--- src/rtl/tile_xlat_pkg.sv ---
package tile_xlat_pkg;

  // Strobes the control sends to the datapath each cycle
  typedef struct packed {
    logic s1Load;   // capture a new request into stage one
    logic s2Load;   // stage one holds a request, produce its result
    logic wrEntry;  // write a tile table entry
    logic wrDesc;   // write a buffer descriptor
  } xlat_strobe_t;

  typedef enum logic [1:0] {
    FLT_NONE     = 2'd0,
    FLT_RANGE    = 2'd1,
    FLT_UNMAPPED = 2'd2
  } fault_e;

endpackage

--- src/rtl/tile_xlat_ctrl.sv ---
module tile_xlat_ctrl
  import tile_xlat_pkg::*;
(
  input  logic         clk,
  input  logic         rstN,
  input  logic         reqValid,
  input  logic         wrEn,
  input  logic         wrKind,
  input  logic         s2Fault,
  output xlat_strobe_t strb,
  output logic         accValid,
  output logic         accFault
);

  logic s1Valid;
  logic s2Valid;

  // Pipeline occupancy, one bit per stage
  always_ff @(posedge clk or negedge rstN) begin
    if (!rstN) begin
      s1Valid <= 1'b0;
      s2Valid <= 1'b0;
    end else begin
      s1Valid <= reqValid;
      s2Valid <= s1Valid;
    end
  end

  always_comb begin
    strb.s1Load  = reqValid;
    strb.s2Load  = s1Valid;
    strb.wrEntry = wrEn & ~wrKind;
    strb.wrDesc  = wrEn & wrKind;
  end

  assign accValid = s2Valid & ~s2Fault;
  assign accFault = s2Valid & s2Fault;

  // every result traces back to a request two edges earlier
  assert_latency_R2: assert property (@(posedge clk) disable iff (!rstN)
    (accValid || accFault) |-> $past(reqValid, 2));

  // no request two edges ago means nothing comes out now
  assert_silent_R9: assert property (@(posedge clk) disable iff (!rstN)
    !$past(reqValid, 2) |-> !(accValid || accFault));

endmodule

--- src/rtl/tile_xlat_dp.sv ---
module tile_xlat_dp
  import tile_xlat_pkg::*;
#(
  parameter int NUM_BUFS  = 5,
  parameter int BUF_W     = 3,
  parameter int COORD_W   = 12,
  parameter int TILE_LOG2 = 7,
  parameter int PIX_LOG2  = 2,
  parameter int ADDR_W    = 32,
  parameter int TBL_DEPTH = 64,
  localparam int TIDX_W   = $clog2(TBL_DEPTH),
  localparam int PAGE_W   = 2 * TILE_LOG2 + PIX_LOG2,
  localparam int BASE_W   = ADDR_W - PAGE_W,
  localparam int WR_W     = (3 * TIDX_W > BASE_W + 1) ? 3 * TIDX_W : BASE_W + 1
) (
  input  logic                clk,
  input  logic                rstN,
  input  xlat_strobe_t        strb,
  input  logic [BUF_W-1:0]    reqBuf,
  input  logic [COORD_W-1:0]  reqX,
  input  logic [COORD_W-1:0]  reqY,
  input  logic [TIDX_W-1:0]   wrAddr,
  input  logic [WR_W-1:0]     wrData,
  output logic                s2Fault,
  output logic [ADDR_W-1:0]   accAddr,
  output fault_e              faultCode
);

  localparam int TC_W  = COORD_W - TILE_LOG2;
  localparam int SUM_W = TC_W + TIDX_W + 2;

  // ---------------------------------------------------------------
  // Buffer descriptors, one register set per buffer
  // ---------------------------------------------------------------
  logic [NUM_BUFS*TIDX_W-1:0] startFlat;
  logic [NUM_BUFS*TIDX_W-1:0] pitchFlat;
  logic [NUM_BUFS*TIDX_W-1:0] heightFlat;

  for (genvar g = 0; g < NUM_BUFS; g++) begin : gDesc
    logic [TIDX_W-1:0] dStart;
    logic [TIDX_W-1:0] dPitch;
    logic [TIDX_W-1:0] dHeight;

    always_ff @(posedge clk or negedge rstN) begin
      if (!rstN) begin
        dStart  <= '0;
        dPitch  <= '0;
        dHeight <= '0;
      end else if (strb.wrDesc && wrAddr == TIDX_W'(g)) begin
        dStart  <= wrData[TIDX_W-1:0];
        dPitch  <= wrData[2*TIDX_W-1:TIDX_W];
        dHeight <= wrData[3*TIDX_W-1:2*TIDX_W];
      end
    end

    assign startFlat[g*TIDX_W +: TIDX_W]  = dStart;
    assign pitchFlat[g*TIDX_W +: TIDX_W]  = dPitch;
    assign heightFlat[g*TIDX_W +: TIDX_W] = dHeight;
  end

  // ---------------------------------------------------------------
  // Stage one: tile coordinates, table index, range test, offset
  // ---------------------------------------------------------------
  logic                bufOk;
  logic [BUF_W-1:0]    bufIdx;
  logic [TIDX_W-1:0]   selStart;
  logic [TIDX_W-1:0]   selPitch;
  logic [TIDX_W-1:0]   selHeight;
  logic [TC_W-1:0]     tileX;
  logic [TC_W-1:0]     tileY;
  logic [SUM_W-1:0]    tileSum;
  logic                rangeHit;
  logic [PAGE_W-1:0]   pageOff;

  always_comb begin
    bufOk     = int'(reqBuf) < NUM_BUFS;
    bufIdx    = bufOk ? reqBuf : '0;
    selStart  = startFlat[bufIdx*TIDX_W +: TIDX_W];
    selPitch  = pitchFlat[bufIdx*TIDX_W +: TIDX_W];
    selHeight = heightFlat[bufIdx*TIDX_W +: TIDX_W];
    tileX     = reqX[COORD_W-1:TILE_LOG2];
    tileY     = reqY[COORD_W-1:TILE_LOG2];
    tileSum   = SUM_W'(selStart) + SUM_W'(tileY) * SUM_W'(selPitch) + SUM_W'(tileX);
    rangeHit  = !bufOk
             || (SUM_W'(tileX) >= SUM_W'(selPitch))
             || (SUM_W'(tileY) >= SUM_W'(selHeight))
             || (tileSum >= SUM_W'(TBL_DEPTH));
    pageOff   = {reqY[TILE_LOG2-1:0], reqX[TILE_LOG2-1:0], {PIX_LOG2{1'b0}}};
  end

  logic [TIDX_W-1:0] s1Idx;
  logic              s1Range;
  logic [PAGE_W-1:0] s1Off;

  always_ff @(posedge clk or negedge rstN) begin
    if (!rstN) begin
      s1Idx   <= '0;
      s1Range <= 1'b0;
      s1Off   <= '0;
    end else if (strb.s1Load) begin
      s1Idx   <= tileSum[TIDX_W-1:0];
      s1Range <= rangeHit;
      s1Off   <= pageOff;
    end
  end

  // ---------------------------------------------------------------
  // Tile table: present bit on top, physical tile base below
  // ---------------------------------------------------------------
  logic [BASE_W:0] tbl [TBL_DEPTH];

  always_ff @(posedge clk or negedge rstN) begin
    if (!rstN) begin
      for (int i = 0; i < TBL_DEPTH; i++) tbl[i] <= '0;
    end else if (strb.wrEntry) begin
      tbl[wrAddr] <= wrData[BASE_W:0];
    end
  end

  // ---------------------------------------------------------------
  // Stage two: table read, fault choice, address assembly
  // ---------------------------------------------------------------
  logic [BASE_W:0] ent;
  assign ent = tbl[s1Idx];

  always_ff @(posedge clk or negedge rstN) begin
    if (!rstN) begin
      accAddr   <= '0;
      faultCode <= FLT_NONE;
    end else if (strb.s2Load) begin
      if (s1Range) begin
        accAddr   <= '0;
        faultCode <= FLT_RANGE;
      end else if (!ent[BASE_W]) begin
        accAddr   <= '0;
        faultCode <= FLT_UNMAPPED;
      end else begin
        accAddr   <= {ent[BASE_W-1:0], s1Off};
        faultCode <= FLT_NONE;
      end
    end else begin
      accAddr   <= '0;
      faultCode <= FLT_NONE;
    end
  end

  assign s2Fault = (faultCode != FLT_NONE);

  // a buffer number past the last one is a range fault
  assert_badbuf_R5: assert property (@(posedge clk) disable iff (!rstN)
    (strb.s1Load && int'(reqBuf) >= NUM_BUFS) |=> s1Range);

  // only the three defined codes appear
  assert_code_legal_R6: assert property (@(posedge clk) disable iff (!rstN)
    faultCode != 2'b11);

  // a faulted lookup carries no address
  assert_fault_noaddr_R8: assert property (@(posedge clk) disable iff (!rstN)
    (faultCode != FLT_NONE) |-> (accAddr == '0));

  // an entry write lands in the addressed slot
  assert_tblwrite_R7: assert property (@(posedge clk) disable iff (!rstN)
    strb.wrEntry |=> (tbl[$past(wrAddr)] == $past(wrData[BASE_W:0])));

endmodule

--- src/rtl/tile_xlat.sv ---
module tile_xlat
  import tile_xlat_pkg::*;
#(
  parameter int NUM_BUFS  = 5,
  parameter int BUF_W     = 3,
  parameter int COORD_W   = 12,
  parameter int TILE_LOG2 = 7,
  parameter int PIX_LOG2  = 2,
  parameter int ADDR_W    = 32,
  parameter int TBL_DEPTH = 64,
  localparam int TIDX_W   = $clog2(TBL_DEPTH),
  localparam int PAGE_W   = 2 * TILE_LOG2 + PIX_LOG2,
  localparam int BASE_W   = ADDR_W - PAGE_W,
  localparam int WR_W     = (3 * TIDX_W > BASE_W + 1) ? 3 * TIDX_W : BASE_W + 1
) (
  input  logic               clk,
  input  logic               rstN,
  input  logic               reqValid,
  input  logic [BUF_W-1:0]   reqBuf,
  input  logic [COORD_W-1:0] reqX,
  input  logic [COORD_W-1:0] reqY,
  input  logic               wrEn,
  input  logic               wrKind,
  input  logic [TIDX_W-1:0]  wrAddr,
  input  logic [WR_W-1:0]    wrData,
  output logic               accValid,
  output logic               accFault,
  output logic [ADDR_W-1:0]  accAddr,
  output logic [1:0]         faultCode
);

  xlat_strobe_t strb;
  logic         s2Fault;
  fault_e       fltCode;

  tile_xlat_ctrl u_ctrl (
    .clk      (clk),
    .rstN     (rstN),
    .reqValid (reqValid),
    .wrEn     (wrEn),
    .wrKind   (wrKind),
    .s2Fault  (s2Fault),
    .strb     (strb),
    .accValid (accValid),
    .accFault (accFault)
  );

  tile_xlat_dp #(
    .NUM_BUFS  (NUM_BUFS),
    .BUF_W     (BUF_W),
    .COORD_W   (COORD_W),
    .TILE_LOG2 (TILE_LOG2),
    .PIX_LOG2  (PIX_LOG2),
    .ADDR_W    (ADDR_W),
    .TBL_DEPTH (TBL_DEPTH)
  ) u_dp (
    .clk       (clk),
    .rstN      (rstN),
    .strb      (strb),
    .reqBuf    (reqBuf),
    .reqX      (reqX),
    .reqY      (reqY),
    .wrAddr    (wrAddr),
    .wrData    (wrData),
    .s2Fault   (s2Fault),
    .accAddr   (accAddr),
    .faultCode (fltCode)
  );

  assign faultCode = fltCode;

endmodule

--- config.mk ---
export PLATFORM = sky130hd
export DESIGN_NAME = tile_xlat
export DESIGN_NICKNAME = d
export VERILOG_FILES = /design/src/rtl/tile_xlat_pkg.sv /design/src/rtl/tile_xlat_ctrl.sv /design/src/rtl/tile_xlat_dp.sv /design/src/rtl/tile_xlat.sv
export SDC_FILE = /design/constraint.sdc
export NUM_CORES = 2
export LEC_CHECK = 0
export BUFFER_PORTS_ARGS = -buffer_cell sky130_fd_sc_hd__buf_2
export CAP_MARGIN = 0
export CORE_ASPECT_RATIO = 1.25
export CORE_MARGIN = 2
export CORE_UTILIZATION = 45
export CTS_CLUSTER_SIZE = 20
export DETAILED_ROUTE_END_ITERATION = 8
export GPL_TIMING_DRIVEN = 0
export PLACE_DENSITY = 0.69
export SYNTH_ARGS = -nofsm -noshare
export SYNTH_HDL_FRONTEND = slang
export SYNTH_SLANG_ARGS = --single-unit
export TNS_END_PERCENT = 1
--- constraint.sdc ---
create_clock -name clk -period 14.1 [get_ports clk]
set_input_delay 0.705 -clock clk [delete_from_list [all_inputs] [get_ports clk]]
set_output_delay 0.705 -clock clk [all_outputs]
set_load 0.02 [all_outputs]
After elaboration in Yosys (flattened, before gate mapping)
Index checks and enable logic that the tools add are counted.
{"block": "totals", "regBits": 1235, "inputBits": 56}
{"block": "op_classes", "add_sub_neg": 2, "n_mul": 2, "n_lt_le_gt_ge": 7, "eq_ne": 4, "n_shift": 3, "mux": 13, "bitwise_logic": 8, "n_reduce_logical": 12}
{"op": "bitwise mux 1088 bit", "n": 1}
{"op": "binary-select mux 17 bit (select 6 bit)", "n": 1}
{"op": "demux 17 bit (select 6 bit)", "n": 1}
{"op": "2-to-1 mux 32 bit", "n": 3}
{"op": "variable part select 30 x 7 -> 6 bit", "n": 3}
{"op": "2-to-1 mux 17 bit", "n": 3}
{"op": "greater-or-equal comparator 7 bit, second input constant", "n": 2}
{"op": "inverter 6 -> 7 bit", "n": 2}
{"op": "adder 13 x 5 -> 13 bit", "n": 1}
{"op": "greater-or-equal comparator 13 x 7 -> 1 bit, second input constant", "n": 1}
{"op": "adder 6 x 11 -> 12 bit", "n": 1}
{"op": "== test 6 x 2 -> 1 bit, second input constant", "n": 2}
{"op": "greater-or-equal comparator 5 x 6 -> 1 bit", "n": 2}
{"op": "multiplier 5 x 6 -> 11 bit", "n": 1}
{"op": "less-than comparator 7 x 1 -> 1 bit, second input constant", "n": 1}
{"op": "== test 6 x 1 -> 1 bit, second input constant", "n": 1}
{"op": "== test 6 x 3 -> 1 bit, second input constant", "n": 1}
{"op": "logical AND 1 bit", "n": 6}
{"op": "logical NOT 6 bit", "n": 1}
{"op": "2-to-1 mux 2 bit", "n": 3}
{"op": "multiplier 3 x 2 -> 5 bit, second input constant", "n": 1}
{"op": "bitwise AND 1 bit", "n": 4}
{"op": "logical OR 1 bit", "n": 3}
{"op": "less-than comparator 3 bit, second input constant", "n": 1}
{"op": "other kinds (4)", "n": 5}

Depth between registers and ports, before layout
{"block": "depth", "ltp_word": 9, "depth_mapped": 22, "mapped_depth_nobuf": 21}

By module
A second synthesis with hierarchy kept.
{"block": "unflattened", "hier_cells": 3732, "area_unflattened_um2": 56703.1}
{"module": "tile_xlat_dp", "instances": 1, "cells_each": 3724, "area_each_um2": 56605.5, "seq_area_each_um2": 30804.5}
{"module": "tile_xlat_ctrl", "instances": 1, "cells_each": 8, "area_each_um2": 97.6, "seq_area_each_um2": 50.0}

Least setup slack after synthesis
Ideal clock, no wire load.
{"block": "synth_timing", "path_kind": "input-to-reg", "start": "in reqBuf[1]", "end": "reg u_dp.s1Range", "t_arrival_ns": 5.328, "setup_slack_ns": 8.636, "path_stages": 19, "n_path_buf": 3, "path_cell_list": "buf_1 -> buf_2 -> clkbuf_1 -> mux4_2 -> o21ai_0 -> fa_1 -> inv_1 -> ha_1 -> fa_1 -> inv_1 -> fa_1 -> inv_1 -> ha_1 -> o21a_1 -> o21ai_0 -> a21oi_1 -> or2_2 -> a2111oi_0 -> a21oi_1"}
{"block": "synth_between", "elab_chain_cells": 9, "elab_cells_between_ends": 16, "classes_between": "add/sub (2); mul (2); order compare (4); shift (3); mux (1); reduce/logical (4)"}
{"element": "start, declared", "line": "tile_xlat.sv:19", "text": "input logic [BUF_W-1:0] reqBuf,"}
{"element": "less-than comparator 3 bit", "line": "tile_xlat_dp.sv:76", "text": "bufOk = int'(reqBuf) < NUM_BUFS;"}
{"element": "2-to-1 mux 3 bit", "line": "tile_xlat_dp.sv:77", "text": "bufIdx = bufOk ? reqBuf : '0;"}
{"element": "multiplier 3 x 2 -> 5 bit", "line": "tile_xlat_dp.sv:78, tile_xlat_dp.sv:79, tile_xlat_dp.sv:80"}
{"element": "variable part select 30 x 7 -> 6 bit", "line": "tile_xlat_dp.sv:79", "text": "selPitch = pitchFlat[bufIdx*TIDX_W +: TIDX_W];"}
{"element": "multiplier 5 x 6 -> 11 bit", "line": "tile_xlat_dp.sv:83", "text": "tileSum = SUM_W'(selStart) + SUM_W'(tileY) * SUM_W'(selPitch) + SUM_W'(tileX);"}
{"element": "adder 6 x 11 -> 12 bit", "line": "tile_xlat_dp.sv:83"}
{"element": "adder 13 x 5 -> 13 bit", "line": "tile_xlat_dp.sv:83"}
{"element": "greater-or-equal comparator 13 x 7 -> 1 bit", "line": "tile_xlat_dp.sv:87", "text": "|| (tileSum >= SUM_W'(TBL_DEPTH));"}
{"element": "logical OR 1 bit (*)", "line": "tile_xlat_dp.sv:87"}
{"element": "end signal, assigned", "line": "tile_xlat_dp.sv:102", "text": "s1Range <= rangeHit;"}
{"element": "end, declared", "line": "tile_xlat_dp.sv:92", "text": "logic s1Range;"}
Mark *: on every way between the ends. The rest lies on a longest branch, timed or not.
A chain may end at the register's enable or synchronous reset.

Final worst setup path
Ends and elaborated chain as after synthesis.

==> impl_metrics.yaml <==
worst_setup_path:
  timing.critical_path.from: "reqBuf[1]"
  critPathCaptureType: "flop"
  critPathMaxFanout: 10
  critical_path.startpoint_type: "primary input"
  endpoint: "u_dp.s1Range$_DFFE_PN0P_"
  regToRegEndpoint: "u_dp.s1Range$_DFFE_PN0P_"
  critPathRequiredTime_ns: 14.70
  worst-r2r-cell-count: 18
  reg2reg_slack_ns: 8.74
  r2r_start: "u_dp.gDesc[0].dPitch[3]$_DFFE_PN0P_"
  crit_arrival_ns: 6.68
  path_class: "primary input to flop"
power_and_ir_drop:
  seq_power_share: 0.435
  combinationalPowerShare: 0.207
  switching_power_mw: 2.73
  power_per_cell_area_nw_per_um2: 145
  clkPwrFrac: 0.359
  p_int_mw: 6.42
  peak_vdd_ir_mv: 0.109
  switching_share: 0.298
  totalPowerFinal_mw: 9.16
  leak_nw: 29.8
hold_path:
  worstHoldPathType: "primary input to flop"
  worstHoldStart: "reqValid"
logic_synthesis:
  post_synth_instance_area_um2: 56600
  synth-async-reset-ratio: 1.00
  ys.flop_type: "dfrtp_1"
  synth_top_cells_by_area: "dfrtp_1 (55%), mux2_2 (24%), mux4_2 (11%)"
  number_of_flops_mapped_to_enable_cells_by_yosys: 0
  synth-warning-count: 0
  postSynthAreaPerCell_um2: 15.2
  synth.largest_area_cell: "dfrtp_1"
  yosys.cell_count.top_type: "dfrtp_1"
  synth_sequential_area_ratio: 0.545
  synthDominantCellAreaShare: 0.545
  post_synth_inst_count: 3711
  ys_ff_latch: 1233
  library_cells_used_by_synthesis: 60
  most_frequent_cells_after_synthesis: "dfrtp_1 (1233), mux2_2 (1199), mux4_2 (280)"
sta:
  fin_skew_ns: 0.0487
  maxClockFrequency_mhz: 164
  worst-slew-pin-transition_ns: 1.31
  maxSlewHeadroom: 0.127
  post-route-period-util: 0.432
  min_period_ns: 6.09
  timing.final.setup_violations: 0
  timing.final.hold_violations: 0
  setup_repair_after_global_routing_missed_its_margin: "false"
  number_of_slew_limit_violations_in_the_final_report: 0
  layout_setup_ws_ns: 8.01
  fin_setup_tns_ns: 0
grt:
  grt_util_met2: 0.412
  grt_antenna_before_repair: 7
  track_usage: 0.250
  grt_first_pass_wirelength_um: 237000
  globalRouteOverflowTotal: 0
  grt.met1_usage: 0.319
  grt_start_max_net_pins: 171
  gr-max-usage-layer: "met2"
  met3_track_usage_gr: 0.0411
  grt_pass1_vias: 35600
run_status:
  run_status: "finished, final reports clean"
final_layout:
  drive_above_1_share: 0.463
  final_net_count: 4026
  layout-area-overhead-vs-synth_pct: 11.7
route:
  via_density: 6.01
  first_pass_iters: 7
  route.detailed.wl_per_inst_um: 28.3
  route.antenna.remaining_nets: 0
  drt_wl_total_um: 159000
  count_of_vias_placed_by_the_detailed_router: 33800
  initialDrtViolationCount: 2375
  drc: 0
placement:
  detailedPlace.worstSlack_ns: 7.25
  dpl.hpwl_um: 117000
  finalWeightedCongestion: 0.859
  portBuffers: 70
cts:
  worst_skew_pair.late_latency_ns: 0.75
  root_buffer: "clkbuf_16"
  h-tree-depth: 3
  clk_pin_slew_worst_paths_ns: 0.06
  clock_tree_from_tritoncts: "built"
  clockBufferDepth: 3
  post_cts_resized: 0
  numCtsBuffers: 120
  cts_setup_buffers: 0
  clock_sink_count: 1233
floorplan:
  number_of_core_rows: 145
  start_util: 0.453
  die_w_um: 321
  die_height_um: 400
  floorplan.core_area_um2: 125000
  design.portCount: 92
  fp.dieArea_um2: 129000
run:
  timing.max_cap.violations: 0
sequential cells by signal, summed over array words and instances, names as in the netlist, 2 cells and up:
name,cells
u_dp.gDesc.dStart,30
u_dp.tbl,1088
u_dp.gDesc.dHeight,30
u_dp.gDesc.dPitch,30
u_dp.s1Idx,6
u_dp.s1Off,14
u_dp.faultCode,2
u_dp.accAddr,30
kinds of logic (layout without fill, tap and decap cells):
| kind of cell | Yosys count | after routing | share of synthesized area |
|---|---|---|---|
| mux | 1505 | 1505 | 0.355 |
| xor+xnor | 9 | 9 | 0.00139 |
| compound gates | 280 | 280 | 0.0339 |
| fa+ha+maj | 56 | 56 | 0.0149 |
| buf+inv | 360 | 656 | 0.0270 |
| flops | 1233 | 1233 | 0.545 |
| other cells | 1 | 4 | 0.0000663 |
| simple gates | 267 | 267 | 0.0224 |
worst min-delay path by stage:
stage | to | slack (ns) | depth (start not counted)
global placement | u_ctrl.s2Valid$_DFF_PN0_ | 0.37 | 0
floorplan | u_ctrl.s2Valid$_DFF_PN0_ | 0.37 | 0
finish | u_ctrl.s1Valid$_DFF_PN0_ | 0.18 | 1
detailed placement | u_ctrl.s2Valid$_DFF_PN0_ | 0.38 | 0
global route | u_ctrl.s1Valid$_DFF_PN0_ | 0.16 | 1
CTS | u_ctrl.s1Valid$_DFF_PN0_ | 0.13 | 1
timing repair:
item                       in CTS  in global routing
setup endpoints to repair       0                  0
hold endpoints to repair       49                  0
hold buffers                    1                  0
routing by layer:
metal	wire, µm	part of all wire
met2	78300	0.49
met3	8570	0.054
met1	63600	0.40
met4	8610	0.054
met5	13	0.000082
critical path, cell delays in order:
cell and delay (ns):
buf_2 0.11, buf_1 0.56, buf_2 0.44, mux4_2 0.27, nor2_1 0.04, a21oi_1 0.63
nand2_1 0.17, fa_1 0.53, inv_1 0.04, ha_1 0.28, fa_1 0.52, inv_1 0.06
fa_1 0.50, inv_1 0.05, ha_1 0.32, o21a_1 0.13, o21ai_0 0.26, a21oi_1 0.13
or2_2 0.28, a2111oi_0 0.49, a21oi_1 0.14
power groups by stage:
stage	registers, mW	clock network [mW]	logic, mW
2_1_floorplan	3.99	0	1.16
4_1_cts	3.98	3.34	1.88
6_report	3.98	3.29	1.89
5_1_grt	4.01	3.48	1.99
3_5_place_dp	4.04	0	1.88
3_3_place_gp	4.03	0	1.83
cell type report:
type	count	area (µm²)
antenna	2	5.00
multi-input combinational	2119	24200
fill	10500	61600
clock inverter	33	488
sequential	1233	30900
clock buffer	183	3500
timing repair buffer	80	611
inverter	35	131
buffer	325	1400
tap	1617	2020
cell usage in the layout, fill, tap and decap left out, types with 9 or more instances in the layout:
master,synthesis,final
clkbuf_16,0,120
ha_1,37,37
fa_1,19,19
inv_1,35,35
bufinv_16,0,9
clkbuf_1,224,261
a21oi_1,74,74
dfrtp_1,1233,1233
nand3_1,16,16
and2_1,16,16
nor2_1,62,61
mux2_2,1199,1199
clkbuf_8,0,26
nor2b_1,22,22
buf_2,71,140
mux4_2,280,280
mux2i_1,24,24
nor2_2,9,10
a211oi_1,26,26
buf_4,11,11
nand2_1,102,102
o21ai_0,20,20
buf_1,13,13
clkinv_2,0,13
a22oi_1,128,128
stage by stage:
stage                     utilization  instance area, µm²  hold WS, ns  std cells
final                           0.506               63200        0.183       5627
after global routing            0.506               63200        0.161       5626
after CTS                       0.506               63200        0.130       5625
after detailed placement        0.474               59200        0.378       5408
after global placement          0.472               59000        0.373       5399
after floorplan                     -               56600        0.367       3712
No activity file was read; power rests on OpenSTA's default activity.
